**src/rtl/irq_route_pkg.sv**
```systemverilog
package irq_route_pkg;

  localparam logic [11:0] OFS_IDENT  = 12'h004;
  localparam logic [11:0] OFS_GCOUNT = 12'h014;
  localparam logic [11:0] OFS_LRANGE = 12'h018;
  localparam logic [11:0] OFS_LBASE  = 12'h01C;
  localparam logic [11:0] OFS_CTRL   = 12'h080;
  localparam logic [11:0] OFS_ATTR   = 12'h084;
  localparam logic [11:0] OFS_ISEL   = 12'h108;
  localparam logic [11:0] OFS_ICFG   = 12'h114;
  localparam logic [11:0] OFS_ISTAT  = 12'h118;
  localparam logic [11:0] OFS_ESEL   = 12'h140;
  localparam logic [11:0] OFS_ESTAT  = 12'h144;
  localparam logic [11:0] OFS_ECTL   = 12'h148;

  typedef enum logic [3:0] {
    RS_NONE, RS_IDENT, RS_GCOUNT, RS_LRANGE, RS_LBASE, RS_CTRL, RS_ATTR,
    RS_ISEL, RS_ICFG, RS_ISTAT, RS_ESEL, RS_ESTAT, RS_ECTL
  } reg_sel_e;

  typedef struct packed {
    logic valid;
    logic idle;
  } unit_status_t;

  function automatic reg_sel_e decode_offset(input logic [11:0] ofs);
    unique case (ofs)
      OFS_IDENT:  decode_offset = RS_IDENT;
      OFS_GCOUNT: decode_offset = RS_GCOUNT;
      OFS_LRANGE: decode_offset = RS_LRANGE;
      OFS_LBASE:  decode_offset = RS_LBASE;
      OFS_CTRL:   decode_offset = RS_CTRL;
      OFS_ATTR:   decode_offset = RS_ATTR;
      OFS_ISEL:   decode_offset = RS_ISEL;
      OFS_ICFG:   decode_offset = RS_ICFG;
      OFS_ISTAT:  decode_offset = RS_ISTAT;
      OFS_ESEL:   decode_offset = RS_ESEL;
      OFS_ESTAT:  decode_offset = RS_ESTAT;
      OFS_ECTL:   decode_offset = RS_ECTL;
      default:    decode_offset = RS_NONE;
    endcase
  endfunction

endpackage

```
**src/rtl/irq_route_busy.sv**
```systemverilog
module irq_route_busy #(
  parameter int unsigned CYCLES = 4
) (
  input  logic clk,
  input  logic rst_n,
  input  logic start,
  output logic idle
);
  localparam int unsigned CW = (CYCLES < 1) ? 1 : $clog2(CYCLES + 1);
  localparam logic [CW-1:0] LOAD = CW'(CYCLES);

  logic [CW-1:0] cnt_q, cnt_d;
  logic          cnt_en;

  always_comb begin
    cnt_d  = cnt_q;
    cnt_en = 1'b0;
    if (start) begin
      cnt_d  = LOAD;
      cnt_en = 1'b1;
    end else if (cnt_q != '0) begin
      cnt_d  = cnt_q - 1'b1;
      cnt_en = 1'b1;
    end
  end

  always_ff @(posedge clk or negedge rst_n) begin
    if (!rst_n)      cnt_q <= '0;
    else if (cnt_en) cnt_q <= cnt_d;
  end

  assign idle = (cnt_q == '0);

  AST_BUSY_AFTER_START: assert property (@(posedge clk) disable iff (!rst_n)
    start |=> !idle);
  AST_IDLE_PERSISTS: assert property (@(posedge clk) disable iff (!rst_n)
    (idle && !start) |=> idle);

endmodule

```
**src/rtl/irq_route_icfg.sv**
```systemverilog
module irq_route_icfg #(
  parameter int unsigned WIN_BASE    = 64,
  parameter int unsigned WIN_SIZE    = 32,
  parameter int unsigned BUSY_CYCLES = 4
) (
  input  logic        clk,
  input  logic        rst_n,
  input  logic        sel_we,
  input  logic        cfg_we,
  input  logic [23:0] wr_id,
  input  logic        wr_mode,
  output logic [23:0] sel_id,
  output irq_route_pkg::unit_status_t status,
  output logic        cfg_mode
);
  localparam int unsigned IW = (WIN_SIZE > 1) ? $clog2(WIN_SIZE) : 1;
  localparam logic [31:0] LO = 32'(WIN_BASE);
  localparam logic [31:0] HI = 32'(WIN_BASE) + 32'(WIN_SIZE);

  logic [23:0]         sel_q;
  logic                valid_q, valid_d;
  logic [WIN_SIZE-1:0] mode_q;
  logic                idle;
  logic                start;
  logic                cfg_ok;
  logic [IW-1:0]       idx;

  assign start  = sel_we | (cfg_we & idle);
  assign cfg_ok = cfg_we & idle & valid_q;
  assign idx    = IW'(sel_q - 24'(WIN_BASE));

  always_comb begin
    valid_d = ({8'd0, wr_id} >= LO) && ({8'd0, wr_id} < HI);
  end

  always_ff @(posedge clk or negedge rst_n) begin
    if (!rst_n) begin
      sel_q   <= '0;
      valid_q <= 1'b0;
    end else if (sel_we) begin
      sel_q   <= wr_id;
      valid_q <= valid_d;
    end
  end

  for (genvar g = 0; g < WIN_SIZE; g++) begin : g_mode
    logic hit;
    assign hit = cfg_ok && (idx == IW'(g));
    always_ff @(posedge clk or negedge rst_n) begin
      if (!rst_n)   mode_q[g] <= 1'b0;
      else if (hit) mode_q[g] <= wr_mode;
    end
  end

  irq_route_busy #(.CYCLES(BUSY_CYCLES)) u_busy (
    .clk   (clk),
    .rst_n (rst_n),
    .start (start),
    .idle  (idle)
  );

  assign sel_id       = sel_q;
  assign status.idle  = idle;
  assign status.valid = valid_q;
  assign cfg_mode     = valid_q & mode_q[idx];

  AST_CFG_BUSY_DROPPED: assert property (@(posedge clk) disable iff (!rst_n)
    (cfg_we && !idle) |=> $stable(mode_q));
  AST_CFG_INVALID_DROPPED: assert property (@(posedge clk) disable iff (!rst_n)
    (cfg_we && !valid_q) |=> $stable(mode_q));

endmodule

```
**src/rtl/irq_route_ecfg.sv**
```systemverilog
module irq_route_ecfg #(
  parameter int unsigned AFF_W       = 4,
  parameter int unsigned PE_COUNT    = 12,
  parameter int unsigned BUSY_CYCLES = 4
) (
  input  logic        clk,
  input  logic        rst_n,
  input  logic        sel_we,
  input  logic        ctl_we,
  input  logic [15:0] wr_aff,
  input  logic        wr_en,
  output logic [15:0] sel_aff,
  output irq_route_pkg::unit_status_t status,
  output logic        ctl_en
);
  localparam int unsigned PW = (PE_COUNT > 1) ? $clog2(PE_COUNT) : 1;
  localparam logic [31:0] WIDTH_LIM = 32'd1 << AFF_W;
  localparam logic [31:0] COUNT_LIM = 32'(PE_COUNT);

  logic [15:0]         sel_q;
  logic                valid_q, valid_d;
  logic [PE_COUNT-1:0] en_q;
  logic                idle;
  logic                start;
  logic                ctl_ok;
  logic [PW-1:0]       idx;

  assign start  = sel_we | (ctl_we & idle);
  assign ctl_ok = ctl_we & idle & valid_q;
  assign idx    = PW'(sel_q);

  always_comb begin
    valid_d = ({16'd0, wr_aff} < WIDTH_LIM) && ({16'd0, wr_aff} < COUNT_LIM);
  end

  always_ff @(posedge clk or negedge rst_n) begin
    if (!rst_n) begin
      sel_q   <= '0;
      valid_q <= 1'b0;
    end else if (sel_we) begin
      sel_q   <= wr_aff;
      valid_q <= valid_d;
    end
  end

  for (genvar g = 0; g < PE_COUNT; g++) begin : g_en
    logic hit;
    assign hit = ctl_ok && (idx == PW'(g));
    always_ff @(posedge clk or negedge rst_n) begin
      if (!rst_n)   en_q[g] <= 1'b0;
      else if (hit) en_q[g] <= wr_en;
    end
  end

  irq_route_busy #(.CYCLES(BUSY_CYCLES)) u_busy (
    .clk   (clk),
    .rst_n (rst_n),
    .start (start),
    .idle  (idle)
  );

  assign sel_aff      = sel_q;
  assign status.idle  = idle;
  assign status.valid = valid_q;
  assign ctl_en       = valid_q & en_q[idx];

  AST_CTL_GUARDED: assert property (@(posedge clk) disable iff (!rst_n)
    (ctl_we && !(idle && valid_q)) |=> $stable(en_q));

endmodule

```
**src/rtl/irq_route_regs.sv**
```systemverilog
module irq_route_regs #(
  parameter int unsigned ADDR_W       = 12,
  parameter int unsigned WIN_BASE     = 64,
  parameter int unsigned WIN_SIZE     = 32,
  parameter int unsigned GLOBAL_COUNT = 96,
  parameter int unsigned PRIO_CODE    = 4,
  parameter int unsigned AFF_W        = 4,
  parameter int unsigned PE_COUNT     = 12,
  parameter int unsigned BUSY_CYCLES  = 4
) (
  input  logic              clk,
  input  logic              rst_n,
  input  logic [ADDR_W-1:0] bus_addr,
  input  logic              bus_we,
  input  logic [31:0]       bus_wdata,
  output logic [31:0]       bus_rdata
);
  import irq_route_pkg::*;

  localparam logic [2:0]  PRIO_F  = 3'(PRIO_CODE);
  localparam logic [3:0]  AFF_F   = 4'(AFF_W - 1);
  localparam logic [31:0] IDENT_V = {9'd0, PRIO_F, AFF_F, 16'd0};
  localparam logic [31:0] GCNT_V  = {7'd0, 25'(GLOBAL_COUNT)};
  localparam logic [31:0] LRNG_V  = {7'd0, 25'(WIN_SIZE)};
  localparam logic [31:0] LBASE_V = {8'd0, 24'(WIN_BASE)};

  reg_sel_e     rsel;
  logic         ctrl_we, attr_we, isel_we, icfg_we, esel_we, ectl_we;
  logic         en_q, en_d;
  logic [15:0]  attr_q, attr_d;
  logic [23:0]  isel;
  logic [15:0]  esel;
  logic         imode, eenable, all_idle;
  unit_status_t ists, ests;
  logic [7:0]   unused_wdata_hi;

  assign unused_wdata_hi = bus_wdata[31:24];
  assign rsel = decode_offset(12'(bus_addr));

  always_comb begin
    ctrl_we = bus_we && (rsel == RS_CTRL);
    attr_we = bus_we && (rsel == RS_ATTR);
    isel_we = bus_we && (rsel == RS_ISEL);
    icfg_we = bus_we && (rsel == RS_ICFG);
    esel_we = bus_we && (rsel == RS_ESEL);
    ectl_we = bus_we && (rsel == RS_ECTL);
  end

  always_comb begin
    en_d   = bus_wdata[0];
    attr_d = bus_wdata[15:0];
  end

  always_ff @(posedge clk or negedge rst_n) begin
    if (!rst_n)       en_q <= 1'b0;
    else if (ctrl_we) en_q <= en_d;
  end

  always_ff @(posedge clk or negedge rst_n) begin
    if (!rst_n)       attr_q <= '0;
    else if (attr_we) attr_q <= attr_d;
  end

  irq_route_icfg #(
    .WIN_BASE    (WIN_BASE),
    .WIN_SIZE    (WIN_SIZE),
    .BUSY_CYCLES (BUSY_CYCLES)
  ) u_icfg (
    .clk      (clk),
    .rst_n    (rst_n),
    .sel_we   (isel_we),
    .cfg_we   (icfg_we),
    .wr_id    (bus_wdata[23:0]),
    .wr_mode  (bus_wdata[0]),
    .sel_id   (isel),
    .status   (ists),
    .cfg_mode (imode)
  );

  irq_route_ecfg #(
    .AFF_W       (AFF_W),
    .PE_COUNT    (PE_COUNT),
    .BUSY_CYCLES (BUSY_CYCLES)
  ) u_ecfg (
    .clk     (clk),
    .rst_n   (rst_n),
    .sel_we  (esel_we),
    .ctl_we  (ectl_we),
    .wr_aff  (bus_wdata[15:0]),
    .wr_en   (bus_wdata[0]),
    .sel_aff (esel),
    .status  (ests),
    .ctl_en  (eenable)
  );

  assign all_idle = ists.idle & ests.idle;

  always_comb begin
    bus_rdata = '0;
    unique case (rsel)
      RS_IDENT:  bus_rdata = IDENT_V;
      RS_GCOUNT: bus_rdata = GCNT_V;
      RS_LRANGE: bus_rdata = LRNG_V;
      RS_LBASE:  bus_rdata = LBASE_V;
      RS_CTRL:   bus_rdata = {30'd0, all_idle, en_q};
      RS_ATTR:   bus_rdata = {16'd0, attr_q};
      RS_ISEL:   bus_rdata = {8'd0, isel};
      RS_ICFG:   bus_rdata = {31'd0, imode};
      RS_ISTAT:  bus_rdata = {30'd0, ists.valid, ists.idle};
      RS_ESEL:   bus_rdata = {16'd0, esel};
      RS_ESTAT:  bus_rdata = {30'd0, ests.valid, ests.idle};
      RS_ECTL:   bus_rdata = {31'd0, eenable};
      default:   bus_rdata = '0;
    endcase
  end

  AST_ENABLE_HOLDS: assert property (@(posedge clk) disable iff (!rst_n)
    !ctrl_we |=> $stable(en_q));
  AST_ATTR_HOLDS: assert property (@(posedge clk) disable iff (!rst_n)
    !attr_we |=> $stable(attr_q));
  AST_UNMAPPED_ZERO: assert property (@(posedge clk) disable iff (!rst_n)
    (rsel == RS_NONE) |-> (bus_rdata == 32'd0));

endmodule

```
**config.mk**
```make
export PLATFORM = sky130hd
export DESIGN_NAME = irq_route_regs
export DESIGN_NICKNAME = d
export VERILOG_FILES = /design/src/rtl/irq_route_pkg.sv /design/src/rtl/irq_route_busy.sv /design/src/rtl/irq_route_icfg.sv /design/src/rtl/irq_route_ecfg.sv /design/src/rtl/irq_route_regs.sv
export SDC_FILE = /design/constraint.sdc
export NUM_CORES = 1
export LEC_CHECK = 0
export BUFFER_PORTS_ARGS = -buffer_cell sky130_fd_sc_hd__buf_2
export CORE_MARGIN = 10
export CORE_UTILIZATION = 55
export DETAILED_ROUTE_END_ITERATION = 8
export PLACE_DENSITY_LB_ADDON = 0.08
export SLEW_MARGIN = 20
export SYNTH_ARGS = -nofsm -noshare
export SYNTH_HDL_FRONTEND = slang
export SYNTH_SLANG_ARGS = --single-unit
```
**constraint.sdc**
```tcl
create_clock -name clk -period 2.6 [get_ports clk]
set_clock_uncertainty 0.15 [all_clocks]
set_input_delay 0 -clock clk [delete_from_list [all_inputs] [get_ports clk]]
set_output_delay 0 -clock clk [all_outputs]
set_load 0.02 [all_outputs]
```
==> impl_metrics.prom <==
# TYPE chip_impl_metric gauge
chip_impl_metric{name="via_count_of_the_first_global_routing_pass",unit=""} 4503
chip_impl_metric{name="number_of_flops_mapped_to_enable_cells_by_yosys",unit=""} 0
chip_impl_metric{name="layout.cell_area.non_filler",unit="mm2"} 0.00716
chip_impl_metric{name="rr_worst_depth",unit=""} 7
chip_impl_metric{name="setup_total_negative_slack",unit="ns"} 0
chip_impl_metric{name="syn-instance-count",unit=""} 497
chip_impl_metric{name="cts_inserted_buffers",unit=""} 9
chip_impl_info{name="status",value="finished clean"} 1
chip_impl_metric{name="ir_worst_vdd",unit="V"} 0.000564
chip_impl_metric{name="clock_tree.htree_level_count",unit=""} 3
chip_impl_metric{name="maximum_clock_rate",unit="MHz"} 402
chip_impl_info{name="holdCritStartpoint",value="bus_addr[2]"} 1
chip_impl_metric{name="dieArea",unit="mm2"} 0.0159
chip_impl_metric{name="maximum_number_of_pins_on_one_net_before_global_route_repair",unit=""} 79
chip_impl_metric{name="gr-total-overflow",unit=""} 0
chip_impl_metric{name="dieWidth",unit="um"} 126
chip_impl_info{name="worstSetupPathType",value="reg2out"} 1
chip_impl_metric{name="dr_total_vias",unit=""} 4185
chip_impl_metric{name="layout_worst_path_cycle_share",unit=""} 0.957
chip_impl_metric{name="num_rows",unit=""} 38
chip_impl_info{name="setup.worst_path.end_class",value="output pin"} 1
chip_impl_metric{name="wl_per_cell",unit="um"} 18.9
chip_impl_metric{name="critPathArrivalTime",unit="ns"} 2.34
chip_impl_metric{name="first_pass_detailed_route_iteration_total",unit=""} 4
chip_impl_metric{name="synth_warn",unit=""} 0
chip_impl_metric{name="dpl_cell_area",unit="mm2"} 0.00658
chip_impl_metric{name="power-per-cell-area",unit="mW/mm2"} 491
chip_impl_info{name="netlist_top_cells_area",value="dfrtp_1 44%, mux2_2 9.5%, mux2_4 6.8%"} 1
chip_impl_metric{name="worstHoldPathCells",unit=""} 3
chip_impl_info{name="clock_tree.root_cell",value="clkbuf_16"} 1
chip_impl_info{name="reg2reg_to",value="u_icfg.mode_q[25]"} 1
chip_impl_metric{name="post-route-min-period",unit="ns"} 2.49
chip_impl_metric{name="synth_top_area_share",unit=""} 0.441
chip_impl_info{name="setup.worst_path.start_class",value="flop"} 1
chip_impl_metric{name="reg2reg_slack",unit="ns"} 0.20
chip_impl_metric{name="grt_first_pass_wirelength",unit="um"} 23200
chip_impl_metric{name="endpoints_failing_setup",unit=""} 0
chip_impl_metric{name="place.port_buffers",unit=""} 62
chip_impl_metric{name="static-leakage-power",unit="nW"} 3.62
chip_impl_metric{name="nNetsFinal",unit=""} 636
chip_impl_info{name="post-synth-top-area-cell",value="dfrtp_1"} 1
chip_impl_metric{name="clkSlewWorstSetupHoldPaths",unit="ns"} 0.07
chip_impl_info{name="rsz_0062_raised_after_global_routing",value="false"} 1
chip_impl_metric{name="post_synthesis_sequential_element_count",unit=""} 109
chip_impl_metric{name="crit_path_max_fanout",unit=""} 4
chip_impl_metric{name="syn_area_per_cell",unit="um2"} 12.4
chip_impl_info{name="layout.cells.most_common_list",value="106 x dfrtp_1, 61 x buf_2, 53 x nand2_1, 52 x mux2_2, 28 x mux2_4"} 1
chip_impl_metric{name="grtUsageTotal",unit=""} 0.177
chip_impl_info{name="hold_wc_path_type",value="in2reg"} 1
chip_impl_info{name="most_common_library_cell_in_the_layout_ignoring_fill_and_taps",value="dfrtp_1"} 1
chip_impl_metric{name="coreArea",unit="mm2"} 0.0109
chip_impl_metric{name="antenna_cells_inserted",unit=""} 0
chip_impl_info{name="whs_endpoint",value="en_q"} 1
chip_impl_info{name="yosys_most_used_dff",value="dfrtp_1"} 1
chip_impl_metric{name="worstMarginPinSlew",unit="ns"} 0.800
chip_impl_info{name="cts_tree",value="yes"} 1
chip_impl_metric{name="hold_violations",unit=""} 0
chip_impl_metric{name="chipHeight",unit="um"} 126
chip_impl_metric{name="clkLatencyLatePin",unit="ns"} 0.36
chip_impl_metric{name="worst_ep_required",unit="ns"} 2.45
chip_impl_metric{name="drv_cap",unit=""} 0
chip_impl_metric{name="grt_antenna_before_repair",unit=""} 0
chip_impl_metric{name="detail_route.drc_violations",unit=""} 0
chip_impl_metric{name="antenna_viol_nets_final",unit=""} 0
chip_impl_metric{name="layout-area-overhead-vs-synth",unit="%"} 15.7
chip_impl_metric{name="start_util",unit=""} 0.566
chip_impl_info{name="timing.rr.start",value="u_icfg.u_busy.cnt_q[0]"} 1
chip_impl_metric{name="routed_wirelength",unit="um"} 13800
chip_impl_metric{name="slew_headroom",unit=""} 0.467
chip_impl_metric{name="synth-async-reset-ratio",unit=""} 1.00
chip_impl_metric{name="pin_count",unit=""} 79
chip_impl_metric{name="synth_area",unit="mm2"} 0.00619
chip_impl_metric{name="detail_route.iter0.violations",unit=""} 236
chip_impl_metric{name="seq_area_frac_synth",unit=""} 0.441
chip_impl_metric{name="report.final.slew_viol_count",unit=""} 0
chip_impl_metric{name="hpwl_after_detailed_placement",unit="um"} 9560
chip_impl_metric{name="unique_cell_type_count_in_the_yosys_netlist",unit=""} 73
chip_impl_metric{name="drt-vias-per-instance",unit=""} 5.73
chip_impl_metric{name="numClockSinks",unit=""} 109
chip_impl_metric{name="gp_congestion",unit=""} 0.825
chip_impl_metric{name="clock_path_buffers",unit=""} 2
chip_impl_metric{name="final_layout_size_suffix_gt1_frac",unit=""} 0.375
[kinds of logic (layout without fill, tap and decap cells)]
family | Yosys count | after routing | share of synthesized area
other | 1 | 8 | 0.000606
muxes | 120 | 120 | 0.248
AOI/OAI and AO/OA | 62 | 62 | 0.0793
DFF | 109 | 109 | 0.441
buffers and inverters | 51 | 137 | 0.0554
xor gates and xnor gates | 2 | 2 | 0.00283
and+or+nand+nor | 148 | 148 | 0.164
adders and majority gates | 4 | 4 | 0.00809
[area by class of cell]
cell class	instances	area, um2
inverters	8	30.0
repair buffers	113	802
clock buffers	10	229
multi-input cells	344	3140
flip-flops and latches	109	2730
fillers	870	3780
well taps	140	175
clock inverters	6	47.5
[worst max path at each step]
stage,from,endpoint
6_report,u_icfg.sel_id[0],bus_rdata[0]
2_1_floorplan,u_icfg.u_busy.cnt_q[0],u_icfg.mode_q[17]
3_3_place_gp,u_icfg.u_busy.cnt_q[0],u_icfg.mode_q[17]
5_1_grt,u_ecfg.u_busy.cnt_q[0],u_ecfg.en_q[3]
4_1_cts,u_icfg.sel_id[0],bus_rdata[0]
3_5_place_dp,u_icfg.u_busy.cnt_q[0],u_icfg.mode_q[25]
[report_power, final]
| part | internal, mW | leakage (nW) | total, mW | switching, mW |
|---|---|---|---|---|
| clock network | 0.657 | 0.133 | 1.29 | 0.633 |
| logic | 0.203 | 1.98 | 0.447 | 0.244 |
| registers | 1.75 | 1.50 | 1.78 | 0.0295 |
| total | 2.61 | 3.62 | 3.51 | 0.906 |
[state kept, by name (all words and copies together) (netlist names), 3 cells and up]
| signal | flops |
|---|---|
| u_ecfg.u_busy.cnt_q | 3 |
| u_icfg.sel_id | 24 |
| u_ecfg.sel_aff | 16 |
| attr_q | 16 |
| u_icfg.u_busy.cnt_q | 3 |
| u_ecfg.en_q | 12 |
| u_icfg.mode_q | 32 |
[cells in the mapped netlist (6+ instances only)]
| cell type | n |
|---|---|
| mux2i_1 | 8 |
| a21oi_1 | 6 |
| mux2_2 | 52 |
| clkbuf_1 | 11 |
| and2_1 | 6 |
| mux2_4 | 28 |
| nor2_1 | 10 |
| inv_1 | 8 |
| nor4_1 | 6 |
| nor3_1 | 6 |
| buf_2 | 6 |
| nor4_4 | 7 |
| nor2b_1 | 6 |
| mux2_1 | 24 |
| nand2_1 | 53 |
| mux4_2 | 8 |
| buf_6 | 7 |
| buf_4 | 12 |
| a22o_1 | 13 |
| dfrtp_1 | 109 |
| nand3_1 | 14 |
| a21o_1 | 17 |
[worst max-delay path: stages, from the launching register on]
cell and delay (ns):
dfrtp_2 0.40, buf_4 0.12, mux4_2 0.48, o311a_1 0.32, o211a_1 0.26, a211o_1 0.24
buf_2 0.16
[metal layers]
metal  up-vias  wire length [um]  part of all wire  track usage
met5         -                 0                 0            0
met4         0               187             0.014       0.0576
met3        15               578             0.042       0.0457
met2        78              6820              0.49        0.291
met1      2119              6220              0.45        0.221
li1       1973                 -                 -            -
[per-stage QoR]
stage          setup WS (ns)  power (mW)  hold slack (ns)   util  std cells
2_1_floorplan          0.330        2.09           -0.446      -        504
3_3_place_gp           0.300        2.21           -0.187  0.601        685
3_5_place_dp           0.223        2.23           -0.185  0.601        685
4_1_cts             0.000964        3.56           0.0534  0.653        728
5_1_grt              0.00717        3.68           0.0897  0.654        730
6_report               0.111        3.51           0.0722  0.654        730
[what timing repair did]
action	4_1_cts	5_1_grt
pin swaps	0	0
setup buffers	0	2
resized for setup	1	3
hold endpoints to repair	166	0
setup endpoints to repair	1	1
hold buffers	27	0
No activity file was read; power rests on OpenSTA's default activity.
